### config.mk
export PLATFORM = sky130hd
export DESIGN_NAME = fetch_unit
export DESIGN_NICKNAME = d
export VERILOG_FILES = /design/src/rtl/fetch_pkg.sv /design/src/rtl/fetch_next_pc.sv /design/src/rtl/fetch_pc_reg.sv /design/src/rtl/fetch_unit.sv
export SDC_FILE = /design/constraint.sdc
export NUM_CORES = 1
export LEC_CHECK = 0
export BUFFER_PORTS_ARGS = -buffer_cell sky130_fd_sc_hd__buf_2
export CAP_MARGIN = 0
export CORE_MARGIN = 4
export CORE_UTILIZATION = 50
export CTS_CLUSTER_DIAMETER = 100
export CTS_CLUSTER_SIZE = 16
export DETAILED_ROUTE_END_ITERATION = 8
export PLACE_DENSITY = 0.78
export SYNTH_ARGS = -nofsm -noshare
export SYNTH_HDL_FRONTEND = slang
export SYNTH_HIERARCHICAL = 1
export SYNTH_SLANG_ARGS = --single-unit
export TNS_END_PERCENT = 1
### constraint.sdc
create_clock -name clk -period 4.55 [get_ports clk]
set_input_delay 0.2275 -clock clk [delete_from_list [all_inputs] [get_ports clk]]
set_output_delay 0.2275 -clock clk [all_outputs]
set_load 0.01 [all_outputs]
### src/rtl/fetch_pkg.sv
package fetch_pkg;

  typedef enum logic {
    NXT_SEQ = 1'b0,
    NXT_BR  = 1'b1
  } nxt_sel_e;

  localparam int unsigned INSTR_BYTES = 4;

endpackage

### src/rtl/fetch_next_pc.sv
module fetch_next_pc
  import fetch_pkg::*;
#(
  parameter int unsigned AW    = 32,
  parameter int unsigned IMM_W = 16
) (
  input  logic [AW-1:0]    cur_pc,
  input  logic             take,
  input  logic [IMM_W-1:0] imm,
  output logic [AW-1:0]    nxt_pc
);

  localparam int unsigned SHIFT = $clog2(INSTR_BYTES);
  localparam int unsigned EXT_W = AW - IMM_W - SHIFT;

  logic [AW-1:0] seq_addr;
  logic [AW-1:0] byte_off;
  logic [AW-1:0] tgt_addr;
  nxt_sel_e      sel;

  // Sign-extend the word offset and scale it to bytes.
  generate
    if (EXT_W > 0) begin : g_ext
      assign byte_off = {{EXT_W{imm[IMM_W-1]}}, imm, {SHIFT{1'b0}}};
    end else begin : g_trunc
      assign byte_off = AW'({imm, {SHIFT{1'b0}}});
    end
  endgenerate

  assign seq_addr = cur_pc + AW'(INSTR_BYTES);
  assign tgt_addr = seq_addr + byte_off;
  assign sel      = take ? NXT_BR : NXT_SEQ;

  always_comb begin
    unique case (sel)
      NXT_BR:  nxt_pc = tgt_addr;
      default: nxt_pc = seq_addr;
    endcase
  end

endmodule

### src/rtl/fetch_pc_reg.sv
module fetch_pc_reg #(
  parameter int unsigned    AW         = 32,
  parameter logic [AW-1:0]  RESET_ADDR = '0
) (
  input  logic          clk,
  input  logic          rst,
  input  logic [AW-1:0] nxt_pc,
  output logic [AW-1:0] pc
);

  always_ff @(posedge clk) begin
    if (rst) pc <= RESET_ADDR;
    else     pc <= nxt_pc;
  end


  reset_load_chk: assert property (@(posedge clk) disable iff (rst)
    $fell(rst) |-> pc == RESET_ADDR);

endmodule

### src/rtl/fetch_unit.sv
module fetch_unit #(
  parameter int unsigned   AW         = 32,
  parameter int unsigned   IMM_W      = 16,
  parameter int unsigned   DW         = 32,
  parameter logic [AW-1:0] RESET_ADDR = '0
) (
  input  logic             clk,
  input  logic             rst,
  input  logic             br_inst,
  input  logic             br_eq,
  input  logic [IMM_W-1:0] br_imm,
  output logic [AW-1:0]    imem_addr,
  input  logic [DW-1:0]    imem_rdata,
  output logic [DW-1:0]    instr
);

  localparam int unsigned EXT_W = AW - IMM_W - 2;

  logic          take;
  logic [AW-1:0] pc_q;
  logic [AW-1:0] pc_d;

  assign take = br_inst & br_eq;

  fetch_next_pc #(.AW(AW), .IMM_W(IMM_W)) u_next (
    .cur_pc (pc_q),
    .take   (take),
    .imm    (br_imm),
    .nxt_pc (pc_d)
  );

  fetch_pc_reg #(.AW(AW), .RESET_ADDR(RESET_ADDR)) u_pc (
    .clk    (clk),
    .rst    (rst),
    .nxt_pc (pc_d),
    .pc     (pc_q)
  );

  assign imem_addr = pc_q;
  assign instr     = imem_rdata;


  seq_step_chk: assert property (@(posedge clk) disable iff (rst)
    !(br_inst && br_eq) |=> imem_addr == $past(imem_addr) + AW'(4));


  taken_step_chk: assert property (@(posedge clk) disable iff (rst)
    (br_inst && br_eq) |=> imem_addr == $past(imem_addr) + AW'(4)
      + {{EXT_W{$past(br_imm[IMM_W-1])}}, $past(br_imm), 2'b00});


  aligned_chk: assert property (@(posedge clk) disable iff (rst)
    imem_addr[1:0] == 2'b00);

endmodule

==> qor.txt <==
Vias - 3593
Vias in the first global route - 3371
Routed len/inst - 16.45 um
CP max FO - 7
Slowest-stage cell, CP - dfxtp_1
Clk_lat worst skew - 0.29 ns
DRT Pass-1 Iters - 6
Psw - 409.7 uW
Port bufs - 51
Startpoint types - flip-flop
CTS Sinks - 32
Num CTS Buffers - 5
EDFF count, synth - 0
Crit-path most repeated cell - a21oi_1
Most frequent cells in the layout - buf_2, a21oi_1, nor2_1, ha_1, nor2b_1
Seq/Total Area, Yosys - 0.1661
Switching share of power - 0.3842
Clk slew on worst S/H paths - 0.07 ns
P&R area growth vs syn - 3.991%
Pint - 656.6 uW
R2R setup slack - 0.69 ns
Tightest Hold Check Type - in2reg
Mapped Avg Cell Area - 7.775 um2
#FFs+latches synth - 32
Max stage delay on crit path - 0.46 ns
Post-route DRC - 0
Lkg Pwr - 0.001785 uW
Critical Path, Cell by Cell - and4_2 -> and3_1 -> and2_1 -> nand2_1 -> xnor2_1 -> ha_1 -> a211oi_1 -> o211ai_1 -> a21oi_1 -> o211ai_2 -> a221oi_2 -> xor2_1 -> a21oi_1 -> nor2b_1
Worst vdd ir - 0.1988 mV
Post-Syn Area - 3856 um2
Setup WS pre-CTS - 0.7818 ns
Global-route wire length before repair - 16040 um
Status - finished, final reports clean
Max frequency - 259.1 MHz
Clock network power share - 0.263
Flop pwr share - 0.319
Top_reg_cell synth - dfxtp_1
Proportion of layout cells with a drive suffix above 1 - 0.1687
Clk_skew - 0.004603 ns
CP endpoint kind - flip-flop
Max Root-Sink Buffers - 2
Die Span Y - 95.82 um
Syn nets - 586
CTS tree - yes
Endpoints failing setup - 0
Tmin final - 3.859 ns
Total grt overflow - 0
Max reg flops - 32
Synth cell types - 54
Tightest Pin Transition - 1.063 ns
Biggest regs - u_pc/pc x32
Gpl congestion - 0.9363
Pin count of the biggest net entering global routing - 61
Post-DP HPWL - 7662 um
MaxCap Viol Count - 0
CP arrival - 4.02 ns
Final setup margin - 0.6907 ns
Antenna-violating nets left - 0
Final Cycle Share - 0.8482
Setup repair bufs after CTS - 0
Initial drt markers - 225
WP data required - 4.71 ns
Crit-path leading delay family - compound AO/OA/AOI/OAI gates
Routed wire length - 9919 um
H-tree level count - 2
Die width - 95.82 um
Placement Cell Area - 3899 um2
Hold-fix buffers, CTS - 0
Initial antenna violation count - 0
Vias/cell - 5.959
Crit path buf inv count - 0
Total GRT Usage - 0.2191
Post-Synthesis Cells - 496
Clock Tree Root - clkbuf_8
Largest Register - u_pc/pc
Slew HR - 0.2914
Post-Layout Inst Area - 4010 um2
Ys async rst share - 0
Critical path class - reg2reg
Core Area - 7370 um2
Final Max Tran Viols - 0
Final hold violation count - 0
Logic pwr share - 0.418
Die Area - 9181 um2
Setup TNS - 0 ns
Resized Gates After CTS - 0
Io pins - 116
Row Count - 31
RSZ-0062 raised after global routing - false
# diodes - 0
Final net count - 593
Power Density - 265.9 nW/um2
YS warnings - 6
Initial core utilization - 0.5233
Most common cell after layout, fill and taps aside - buf_2
-- routing by layer --
layer	track usage	vias to the layer above	part of all wire
li1	-	1767	-
met1	0.2833	1666	0.44
met2	0.3770	141	0.48
met3	0.04222	19	0.068
met4	0.04739	0	0.012
met5	0	-	0
-- stage by stage --
step	std cells	total power, uW	hold WS, ns	util
2_1_floorplan	496	698.3	0.2991	-
3_3_place_gp	595	775.1	0.4493	0.5290
3_5_place_dp	595	782.8	0.4535	0.5290
4_1_cts	603	1065	0.4097	0.5441
5_1_grt	603	1133	0.4383	0.5441
6_report	603	1066	0.4369	0.5441
-- final cells by class --
type	count	area, um2
Clock buffer	5	68.82
Clock inverter	3	42.54
Fill cell	698	3359
Inverter	9	33.78
Multi-Input combinational cell	404	2845
Sequential cell	32	640.6
Tap cell	99	123.9
Timing Repair Buffer	51	255.2
-- final timing paths --
kind,startpoint,end,depth (start not counted)
worst max-delay path,u_pc/pc[4]$_SDFF_PP0_,u_pc/pc[25]$_SDFF_PP0_,14
worst min-delay path,br_imm[0],u_pc/pc[2]$_SDFF_PP0_,5
worst max register to register,u_pc/pc[4]$_SDFF_PP0_,u_pc/pc[25]$_SDFF_PP0_,14
worst min register to register,u_pc/pc[1]$_SDFF_PP0_,u_pc/pc[1]$_SDFF_PP0_,1
-- cell families (layout without fill, tap and decap cells) --
group / Yosys count / in the layout / share of synthesized area
buf+inv: 60 / 68 / 0.09637
mux: 9 / 9 / 0.02563
flops: 32 / 32 / 0.1661
compound gates: 117 / 117 / 0.1957
xor+xnor: 51 / 51 / 0.1207
fa+ha+maj: 38 / 38 / 0.1252
simple gates: 189 / 189 / 0.2703
-- Yosys cell counts (6+ instances only) --
library cell,count,share of area
a211oi_1,8,0.016
a21o_1,13,0.025
a21oi_1,49,0.064
and3_1,6,0.0097
buf_4,37,0.072
clkbuf_1,13,0.013
dfxtp_1,32,0.17
ha_1,37,0.12
inv_1,9,0.0088
mux2_2,7,0.020
nand2_1,30,0.029
nand3_1,24,0.031
nand4_1,16,0.026
nor2_1,43,0.042
nor2b_1,34,0.055
nor3_1,9,0.012
o211ai_1,6,0.012
o21ai_0,14,0.018
xnor2_1,32,0.073
xor2_1,18,0.041
-- power by group through the flow --
stage | clock, uW | combinational (uW) | sequential [uW]
5_1_grt | 296 | 493 | 344
6_report | 281 | 446 | 340
2_1_floorplan | 0 | 350 | 348
3_5_place_dp | 0 | 437 | 345
3_3_place_gp | 0 | 431 | 344
4_1_cts | 285 | 441 | 339
-- worst register-to-register path: stages, from the launching register on --
cell and delay (ns):
dfxtp_1 0.46, and4_2 0.29, and3_1 0.26, and2_1 0.29, nand2_1 0.10, xnor2_1 0.24
ha_1 0.37, a211oi_1 0.34, o211ai_1 0.16, a21oi_1 0.17, o211ai_2 0.20, a221oi_2 0.41
xor2_1 0.19, a21oi_1 0.08, nor2b_1 0.17
No activity file was read; power rests on OpenSTA's default activity.
